$ cat src/rtl/sertx_pkg.sv
// Shared constants, frame kind type and word-length decode for the
// serial transmitter. Assumes at most 9 data bits and 2 stop bits.
package sertx_pkg;
    localparam int DATA_MAX = 9;
    localparam int FRAME_W  = DATA_MAX + 4;
    localparam int CNT_W    = $clog2(FRAME_W + 1);

    typedef enum logic [1:0] {
        FK_IDLE = 2'd0,
        FK_BRK  = 2'd1,
        FK_DATA = 2'd2
    } frame_kind_e;

    // Decode the word length code into a count of data bits.
    function automatic logic [3:0] wl_bits(input logic [1:0] code);
        case (code)
            2'b01:   return 4'd9;
            2'b10:   return 4'd7;
            default: return 4'd8;
        endcase
    endfunction
endpackage

$ cat src/rtl/sertx_bit_timer.sv
// Counts baud ticks within one bit period and pulses bit_end on the
// tick that closes the period. It holds its count whenever run is low
// and is cleared by clr when a new frame loads. bit_ticks must stay
// stable while a frame is in flight; 0 is treated as 1.
module sertx_bit_timer #(
    parameter int TICK_W = 8
) (
    input  logic              clk,
    input  logic              rst_n,
    input  logic              run,
    input  logic              clr,
    input  logic              tick,
    input  logic [TICK_W-1:0] bit_ticks,
    output logic              bit_end
);
    logic [TICK_W-1:0] cnt;
    logic [TICK_W-1:0] lim_m1;

    // Last count value of a bit period.
    assign lim_m1  = (bit_ticks == '0) ? '0 : bit_ticks - 1'b1;
    assign bit_end = run && tick && (cnt == lim_m1);

    // Advance on ticks while running, wrap at the period end, freeze otherwise.
    always_ff @(posedge clk) begin
        if (!rst_n)          cnt <= '0;
        else if (clr)        cnt <= '0;
        else if (run && tick) cnt <= bit_end ? '0 : cnt + 1'b1;
    end


    tick_hold_chk: assert property (@(posedge clk) disable iff (!rst_n)
        (!tick && !clr) |=> $stable(cnt));
endmodule

$ cat src/rtl/sertx_hold_buf.sv
// Single-entry holding buffer between the write strobe and the shift
// register. The caller gates wr_acc so that a write only lands when empty.
module sertx_hold_buf #(
    parameter int DW = 9
) (
    input  logic          clk,
    input  logic          rst_n,
    input  logic          wr_acc,
    input  logic [DW-1:0] wr_data,
    input  logic          take,
    output logic          full,
    output logic [DW-1:0] data_q
);
    // Track occupancy: a write fills, a take empties.
    always_ff @(posedge clk) begin
        if (!rst_n)      full <= 1'b0;
        else if (wr_acc) full <= 1'b1;
        else if (take)   full <= 1'b0;
    end

    // Capture the word on an accepted write.
    always_ff @(posedge clk) begin
        if (!rst_n)      data_q <= '0;
        else if (wr_acc) data_q <= wr_data;
    end


    no_overwrite_chk: assert property (@(posedge clk) disable iff (!rst_n)
        (full && !take) |=> $stable(data_q));
endmodule

$ cat src/rtl/sertx_frame_pack.sv
// Builds the line pattern (bit 0 goes out first) and the bit count for
// the next frame: data character, idle frame or break frame.
module sertx_frame_pack
    import sertx_pkg::*;
(
    input  frame_kind_e          kind,
    input  logic [DATA_MAX-1:0]  data,
    input  logic [1:0]           word_len,
    input  logic [1:0]           stop_sel,
    output logic [FRAME_W-1:0]   pat,
    output logic [CNT_W-1:0]     nbits
);
    logic [3:0] wl;
    logic [3:0] ns;

    // Compose the pattern and length of the selected frame kind.
    always_comb begin
        wl    = wl_bits(word_len);
        ns    = (stop_sel == 2'b10) ? 4'd2 : 4'd1;
        pat   = '1;
        nbits = CNT_W'(4'd1 + wl + ns);
        case (kind)
            FK_DATA: begin
                pat[0] = 1'b0;
                for (int i = 0; i < DATA_MAX; i++)
                    if (i < int'(wl)) pat[i+1] = data[i];
            end
            FK_BRK: begin
                for (int i = 0; i < FRAME_W; i++)
                    if (i < int'(wl) + 2) pat[i] = 1'b0;
                nbits = CNT_W'(wl + 4'd4);
            end
            default: ;
        endcase
    end
endmodule

$ cat src/rtl/sertx_top.sv
// Serial character transmitter. It picks the next frame (idle first after
// enable, then break, then buffered data), shifts it out one bit per
// bit period, and reports buffer and completion status. Dropping tx_en
// abandons the frame in flight and freezes the bit timer.
module sertx_top
    import sertx_pkg::*;
#(
    parameter int TICK_W = 8
) (
    input  logic                clk,
    input  logic                rst_n,
    input  logic                tx_en,
    input  logic [1:0]          word_len,
    input  logic [1:0]          stop_sel,
    input  logic [TICK_W-1:0]   bit_ticks,
    input  logic                baud_tick,
    input  logic                wr_valid,
    input  logic [DATA_MAX-1:0] wr_data,
    input  logic                brk_req,
    output logic                tx_out,
    output logic                buf_empty,
    output logic                tx_done
);
    logic en_q, idle_pend, brk_pend, busy, buf_full, bit_end, frame_end;
    logic can_ld, ld_idle, ld_brk, ld_data, ld_any, wr_acc;
    logic [FRAME_W-1:0]  shreg, pat;
    logic [CNT_W-1:0]    bits_left, nbits;
    logic [DATA_MAX-1:0] buf_q;
    frame_kind_e         cur_kind, ld_kind;

    // Load selection: idle preamble, then break, then buffered data.
    assign can_ld    = tx_en && !busy;
    assign ld_idle   = can_ld && idle_pend;
    assign ld_brk    = can_ld && !idle_pend && brk_pend;
    assign ld_data   = can_ld && !idle_pend && !brk_pend && buf_full;
    assign ld_any    = ld_idle || ld_brk || ld_data;
    assign ld_kind   = ld_idle ? FK_IDLE : (ld_brk ? FK_BRK : FK_DATA);
    assign wr_acc    = wr_valid && tx_en && !buf_full;
    assign frame_end = busy && bit_end && (bits_left == CNT_W'(1));
    assign buf_empty = !buf_full;
    assign tx_out    = busy ? shreg[0] : 1'b1;

    sertx_hold_buf #(.DW(DATA_MAX)) hold_i (
        .clk(clk), .rst_n(rst_n), .wr_acc(wr_acc), .wr_data(wr_data),
        .take(ld_data), .full(buf_full), .data_q(buf_q)
    );

    sertx_frame_pack pack_i (
        .kind(ld_kind), .data(buf_q), .word_len(word_len),
        .stop_sel(stop_sel), .pat(pat), .nbits(nbits)
    );

    sertx_bit_timer #(.TICK_W(TICK_W)) timer_i (
        .clk(clk), .rst_n(rst_n), .run(busy && tx_en), .clr(ld_any),
        .tick(baud_tick), .bit_ticks(bit_ticks), .bit_end(bit_end)
    );

    // Remember the enable level to find its rising edge.
    always_ff @(posedge clk) begin
        if (!rst_n) en_q <= 1'b0;
        else        en_q <= tx_en;
    end

    // Idle preamble request, raised by an enable rise.
    always_ff @(posedge clk) begin
        if (!rst_n || !tx_en)    idle_pend <= 1'b0;
        else if (tx_en && !en_q) idle_pend <= 1'b1;
        else if (ld_idle)        idle_pend <= 1'b0;
    end

    // Break request latch, released when the break frame ends.
    always_ff @(posedge clk) begin
        if (!rst_n || !tx_en)                     brk_pend <= 1'b0;
        else if (frame_end && cur_kind == FK_BRK) brk_pend <= 1'b0;
        else if (brk_req)                         brk_pend <= 1'b1;
    end

    // Shift register and bit counter of the frame in flight.
    always_ff @(posedge clk) begin
        if (!rst_n) begin
            busy      <= 1'b0;
            shreg     <= '1;
            bits_left <= '0;
            cur_kind  <= FK_IDLE;
        end else if (!tx_en) begin
            busy <= 1'b0;
        end else if (ld_any) begin
            busy      <= 1'b1;
            shreg     <= pat;
            bits_left <= nbits;
            cur_kind  <= ld_kind;
        end else if (busy && bit_end) begin
            shreg     <= {1'b1, shreg[FRAME_W-1:1]};
            bits_left <= bits_left - 1'b1;
            if (bits_left == CNT_W'(1)) busy <= 1'b0;
        end
    end

    // Completion flag: low while a frame runs, high once nothing waits.
    always_ff @(posedge clk) begin
        if (!rst_n || !tx_en) tx_done <= 1'b1;
        else if (ld_any)      tx_done <= 1'b0;
        else if (frame_end && !buf_full && !idle_pend &&
                 (cur_kind == FK_BRK || !brk_pend))
            tx_done <= 1'b1;
    end


    dis_line_high_chk: assert property (@(posedge clk) disable iff (!rst_n)
        !tx_en |=> tx_out);

    busy_done_chk: assert property (@(posedge clk) disable iff (!rst_n)
        busy |-> !tx_done);

    buf_fill_chk: assert property (@(posedge clk) disable iff (!rst_n)
        (wr_valid && tx_en && buf_empty) |=> !buf_empty);

    brk_prio_chk: assert property (@(posedge clk) disable iff (!rst_n)
        (can_ld && brk_pend && !idle_pend) |=> (busy && cur_kind == FK_BRK));

    start_low_chk: assert property (@(posedge clk) disable iff (!rst_n)
        ($rose(busy) && cur_kind != FK_IDLE) |-> !tx_out);
endmodule

$ cat config.mk
export PLATFORM = sky130hd
export DESIGN_NAME = sertx_top
export DESIGN_NICKNAME = d
export VERILOG_FILES = /design/src/rtl/sertx_pkg.sv /design/src/rtl/sertx_bit_timer.sv /design/src/rtl/sertx_hold_buf.sv /design/src/rtl/sertx_frame_pack.sv /design/src/rtl/sertx_top.sv
export SDC_FILE = /design/constraint.sdc
export NUM_CORES = 1
export LEC_CHECK = 0
export CAP_MARGIN = 20
export CORE_ASPECT_RATIO = 0.6
export CORE_MARGIN = 2
export CORE_UTILIZATION = 52
export CTS_BUF_LIST = sky130_fd_sc_hd__clkbuf_8
export CTS_CLUSTER_DIAMETER = 30
export DETAILED_ROUTE_END_ITERATION = 7
export GPL_ROUTABILITY_DRIVEN = 0
export HOLD_SLACK_MARGIN = 0.12
export PLACE_DENSITY_LB_ADDON = 0.12
export SETUP_SLACK_MARGIN = 0.15
export SKIP_LAST_GASP = 1
export SYNTH_ARGS = -nofsm -noshare
export SYNTH_HDL_FRONTEND = slang
export SYNTH_SLANG_ARGS = --single-unit
export TNS_END_PERCENT = 30
$ cat constraint.sdc
create_clock -name clk -period 4 [get_ports clk]
set_clock_uncertainty 0.1 [all_clocks]
set_input_delay 0.8 -clock clk [delete_from_list [all_inputs] [get_ports clk]]
set_output_delay 0.8 -clock clk [all_outputs]
set_load 0.01 [all_outputs]
Yosys cells after proc, flatten, opt, wreduce, memory -nomap -nowiden
Cells that the tools add are included.
{"block": "classes", "addsub": 7, "n_mul": 0, "div": 0, "magnitude_cmp": 22, "eq_ne": 8, "n_shift": 0, "n_mux": 45, "bitwise": 1, "n_reduce_logical": 41}
{"cell": "$lt 5x32->1 const A", "n": 5}
{"cell": "$lt 4x32->1 const A", "n": 4}
{"cell": "$lt 3x32->1 const A", "n": 2}
{"cell": "$lt 1x32->1 const A", "n": 1}
{"cell": "$lt 2x32->1 const A", "n": 1}
{"cell": "$mux 1", "n": 32}
{"cell": "$mux 13", "n": 2}
{"cell": "$pmux 10 s2", "n": 1}
{"cell": "$logic_and 1x1->1", "n": 18}
{"cell": "$lt 3x4->1 const A", "n": 4}
{"cell": "$mux 8", "n": 2}
{"cell": "$mux 4", "n": 3}
{"cell": "$reduce_bool 2->1", "n": 5}
{"cell": "$add 8x1->8 const B", "n": 1}
{"cell": "$eq 8x8->1", "n": 1}
{"cell": "$logic_not 8->1", "n": 1}
{"cell": "$lt 1x4->1 const A", "n": 2}
{"cell": "$lt 2x4->1 const A", "n": 2}
{"cell": "$pmux 4 s2", "n": 1}
{"cell": "$reduce_and 2->1", "n": 4}
{"cell": "$sub 8x1->8 const B", "n": 1}
{"cell": "$logic_not 1->1", "n": 7}
{"cell": "$eq 2x1->1 const B", "n": 3}
{"cell": "$eq 2x2->1 const B", "n": 3}
{"cell": "other kinds (12)", "n": 18}
{"block": "word_totals", "ff_bits": 42, "latchBits": 0, "ramBits": 0, "romBits": 0, "inputBits": 27, "memories": 0}

Logic depth before layout (Yosys ltp)
Gate-level depths: netlist of the first run.
{"block": "depth", "ltp_word": 11, "ltp_mapped": 12, "ltp_nobuf": 9}

Hierarchy
A second synthesis of the first run with hierarchy kept.
{"block": "unflattened", "hier_cells": 292, "hier_area_um2": 2582.5}
{"mod": "sertx_top", "instances": 1, "cells_each": 131, "area_each_um2": 1174.9}
{"mod": "sertx_bit_timer", "instances": 1, "cells_each": 94, "area_each_um2": 738.2}
{"mod": "sertx_hold_buf", "instances": 1, "cells_each": 31, "area_each_um2": 371.6}
{"mod": "sertx_frame_pack", "instances": 1, "cells_each": 36, "area_each_um2": 297.8}

Worst setup path after synthesis of the first run
No wires, ideal clock.
{"block": "synth_path", "path_kind": "in2reg", "start": "in bit_ticks[0]", "end": "reg shreg[1]", "t_arrival_ns": 2.813, "required_ns": 3.765, "slack_ns": 0.952, "cell_stages": 12, "cell_sequence": "inv_1 -> ha_1 -> clkbuf_1 -> nor3b_1 -> o311a_1 -> o32ai_1 -> nor4_2 -> nand3_2 -> buf_6 -> buf_6 -> mux2i_1 -> a22oi_1"}
{"block": "synth_between", "elab_chain_cells": 7, "word_cells_on_any_way": 8, "classes_between": "add/sub: 1; eq/ne: 1; mux: 1; reduce/logical: 5"}
{"item": "start, declared", "line_no": "sertx_top.sv:15", "rtl": "input logic [TICK_W-1:0] bit_ticks,"}
{"item": "$sub 8x1->8 or $logic_not 8->1 (tied branches)", "line_no": "sertx_bit_timer.sv:20", "rtl": "assign lim_m1 = (bit_ticks == '0) ? '0 : bit_ticks - 1'b1;"}
{"item": "$mux 8 (*)", "line_no": "sertx_bit_timer.sv:20"}
{"item": "$eq 8x8->1 (*)", "line_no": "sertx_bit_timer.sv:21", "rtl": "assign bit_end = run && tick && (cnt == lim_m1);"}
{"item": "$logic_and 1x1->1 (*)", "line_no": "sertx_bit_timer.sv:21"}
{"item": "$logic_and 1x1->1 (*)", "line_no": "sertx_top.sv:92", "rtl": "end else if (busy && bit_end) begin"}
{"item": "$reduce_bool 2->1 (no source line) (*)"}
{"item": "$reduce_and 2->1 (no source line) (*)"}
{"item": "end signal, assigned", "line_no": "sertx_top.sv:89", "rtl": "shreg <= pat;"}
{"item": "end signal, assigned", "line_no": "sertx_top.sv:93", "rtl": "shreg <= {1'b1, shreg[FRAME_W-1:1]};"}
{"item": "end, declared", "line_no": "sertx_top.sv:26", "rtl": "logic [FRAME_W-1:0] shreg, pat;"}
Every way passes the cells marked *; elsewhere a longest branch is shown, timed or not.
A chain may end at the register's enable or synchronous reset.

Final worst setup path of the first run
{"block": "layout_path", "start": "in bit_ticks[1]", "end": "reg tx_done"}
{"block": "layout_between", "elab_chain_cells": 10, "word_cells_on_any_way": 11, "classes_between": "add/sub: 1; eq/ne: 1; mux: 1; reduce/logical: 8"}
{"item": "$sub 8x1->8 or $logic_not 8->1 (tied branches)", "line_no": "sertx_bit_timer.sv:20"}
{"item": "$mux 8 (*)", "line_no": "sertx_bit_timer.sv:20"}
{"item": "$eq 8x8->1 (*)", "line_no": "sertx_bit_timer.sv:21"}
{"item": "$logic_and 1x1->1 (*)", "line_no": "sertx_bit_timer.sv:21"}
{"item": "$logic_and 1x1->1 (*) (2 in a row)", "line_no": "sertx_top.sv:39", "rtl": "assign frame_end = busy && bit_end && (bits_left == CNT_W'(1));"}
{"item": "$logic_and 1x1->1 (*) (3 in a row)", "line_no": "sertx_top.sv:103", "rtl": "else if (frame_end && !buf_full && !idle_pend &&"}
{"item": "$reduce_bool 2->1 (no source line) (*)"}
{"item": "end signal, assigned", "line_no": "sertx_top.sv:101", "rtl": "if (!rst_n || !tx_en) tx_done <= 1'b1;"}
{"item": "end signal, assigned", "line_no": "sertx_top.sv:102", "rtl": "else if (ld_any) tx_done <= 1'b0;"}
{"item": "end signal, assigned", "line_no": "sertx_top.sv:105", "rtl": "tx_done <= 1'b1;"}
{"item": "end, declared", "line_no": "sertx_top.sv:22", "rtl": "output logic tx_done"}
Marked as above.

==> results of run 1 <==
-- power by group --
part	total, mW	internal [mW]	switching (mW)
logic	0.148	0.0732	0.0749
registers	0.454	0.438	0.0160
clock network	0.249	0.115	0.134
total	0.851	0.627	0.225
-- final cells by class --
type | count | area, sq um
Multi-Input combinational cell | 205 | 1440
Clock buffer | 5 | 68.8
Clock inverter | 2 | 7.51
Tap cell | 63 | 78.8
Inverter | 14 | 52.6
Fill cell | 412 | 1690
Sequential cell | 42 | 841
Timing Repair Buffer | 35 | 335
-- flip-flops by register name (all words and copies together), names as in the netlist, 2 cells and up --
name           cells
timer_i.cnt        8
cur_kind           2
bits_left          4
hold_i.data_q      9
shreg             13
-- worst reg2reg max path: cells and delay by family, from the launching register on --
kind | cells | cell delay (ns)
and+or+nand+nor | 4 | 1.01
AOI/OAI and AO/OA | 3 | 0.78
DFF | 1 | 0.51
-- cell families (layout without fill, tap and decap cells) --
kind of cell | Yosys count | after routing | synth area share, %
multiplexers | 22 | 22 | 9.17
flip-flops | 42 | 42 | 35.0
XOR/XNOR | 15 | 15 | 5.47
AO/OA/AOI/OAI | 58 | 58 | 16.4
AND/OR/NAND/NOR | 100 | 100 | 23.4
adder cells (fa/ha/maj) | 10 | 10 | 5.52
buffers and inverters | 28 | 56 | 5.05
-- routing by layer --
metal | up-vias | GRT usage (%) | part of all wire (%) | routed length (um)
met2 | 94 | 25.1 | 35 | 1940
met4 | 0 | 3.84 | 0.72 | 40
met5 | - | 0 | 0 | 0
met1 | 967 | 38.8 | 54 | 3020
met3 | 8 | 6.85 | 10 | 584
li1 | 1043 | - | - | -
-- cells in the final DEF, fill, tap and decap left out, types with 2 or more instances in the layout --
master,count
buf_4,6
dfxtp_1,42
xnor2_1,4
mux2i_1,22
nor3_1,3
a21oi_1,13
o22ai_1,3
a22oi_1,8
ha_1,9
nand2b_1,8
a211oi_1,2
xor2_1,11
nor2b_1,12
clkdlybuf4s50_1,29
o32ai_1,2
or4_1,2
nor3b_1,2
nand2_1,20
a31oi_1,5
inv_1,16
clkbuf_8,5
or3_1,2
and3_1,5
nor4_1,6
o21ai_0,10
nand3_1,8
nand4_1,6
nor2_1,15
-- stage by stage --
stage                     cells  power (mW)
after global routing        366       0.898
after global placement      359       0.607
after detailed placement    359       0.610
after floorplan             275       0.548
final                       366       0.851
after CTS                   366       0.856
-- worst paths after layout --
path	start	end	slack (ns)
worst min-delay path	en_q	idle_pend	0.32
worst min register to register	en_q	idle_pend	0.32
worst max register to register	timer_i.cnt[3]	tx_done	1.55
worst max-delay path	bit_ticks[1]	tx_done	0.54
==> impl_metrics.yaml, run 1 <==
status:
  outcome: "complete, no violations"
placement:
  io_buffers: 29
  post-dp-hpwl_um: 4200
  place_worst_setup_slack_ns: 0.299
  placed_cell_area_sq_mm: 0.00275
timing:
  tightest_slew_ns: 0.699
  slew_headroom_pct: 53.0
  fin_crit_ns: 3.46
  slew_viol_final: 0
  fin_setup_tns_ns: 0
  setup_viol_count_final: 0
  max_freq_mhz: 289
  hold_viol_final: 0
  fin_crit_sh_pct: 86.4
  rsz0062_at_grt: "false"
  hold-worst-slack_ns: 0.322
  setup_ws_ns: 0.543
setup_path:
  critical_path_cell_count: 10
  crit_type: "in -> reg"
  worstSetupStartpointType: "primary input"
  cp.arrival_ns: 3.59
  slowest_delay_ns: 0.52
  cpMaxStageDelayCell: "nor3b_1"
  required_ns: 4.13
  path_buf_inv: 2
  reg2reg_depth: 7
  cp_cell_sequence: "clkdlybuf4s50_1, inv_1, ha_1, nor3b_1, or4_1, a311oi_2, nor4_2, nand3_2, nor4b_2, a221o_1"
  critPathMaxFanout: 6
  worst_setup_path_end_kind: "flop"
  cp_top_family: "simple AND/OR/NAND/NOR gates"
die:
  ioPinCount: 30
  start_util_pct: 53.2
  fp.dieW_um: 91.7
  core_area_sq_mm: 0.00452
  die_area_sq_mm: 0.00520
  fp-row-count: 19
  die_h_um: 56.7
global_route:
  grt_pass1_vias: 1776
  grt_max_degree: 21
  grt_antenna_before_repair: 0
  overflow: 0
  grt_usage_pct: 22.3
  grt_pass1_wl_um: 8930
cells_and_area:
  diodes: 0
  utilization_pct: 62.5
  final_nets: 340
  design_area_sq_mm: 0.00282
  area_growth_pct: 17.6
  drive_gt1_share_pct: 6.27
logic_synthesis:
  ys_seq_elements: 42
  synthCells: 275
  yosysTopAreaCellShare_pct: 35.0
  ys_warn_count: 0
  syn_area_sq_mm: 0.00240
  synth_async_sr_flop_share_pct: 0
  synth-edff-count: 0
  seq_area_frac_synth_pct: 35.0
  yosysMostFrequentCell: "dfxtp_1"
  synthTopCellsByCount: "42 x dfxtp_1, 22 x mux2i_1, 20 x nand2_1"
  syn_avg_cell_area_sq_um: 8.74
  syn-num-nets: 312
  synth_top_area_cell: "dfxtp_1"
  synth_area_leaders: "dfxtp_1 35%, mux2i_1 9.2%, ha_1 4.7%"
  ys_types: 55
  synthFlopType: "dfxtp_1"
clock_network:
  cts_resized: 0
  cts_sinks: 42
  clkLatencyLatePin_ns: 0.29
  cts-root-buf: "clkbuf_8"
  path_clk_slew_ns: 0.07
  cts_setup_buffers: 0
  htree_levels: 2
  cts_tree: "done"
  numCtsBuffers: 5
  cts_buffer_depth: 2
  cts_hold_buf: 0
detailed_routing:
  vias: 2112
  drt_iter0_drc: 160
  drt-vias-per-instance: 5.77
  drt_pass1_iterations: 5
  drc: 0
  routedWlPerCell_um: 15.3
  drt_wl_total_um: 5590
  ant_nets: 0
power:
  total_leakage_power_nw: 1.17
  pwr_density_cell_mw_per_mm2: 301
  peakVddDrop_uv: 198
hold_path:
  hold_class: "reg -> reg"
  hold_path_depth: 1
run:
  cap_violations: 0
No activity file was read; power rests on OpenSTA's default activity.
==> inputs of run 2 (changes only) <==
--- a/config.mk
+++ b/config.mk
@@ -17,6 +17,7 @@
 export PLACE_DENSITY_LB_ADDON = 0.12
 export SETUP_SLACK_MARGIN = 0.15
 export SKIP_LAST_GASP = 1
+export SLEW_MARGIN = 40
 export SYNTH_ARGS = -nofsm -noshare
 export SYNTH_HDL_FRONTEND = slang
 export SYNTH_SLANG_ARGS = --single-unit
==> results of run 2 <==
The final DEF is identical to that of run 1; final timing and power are the same.
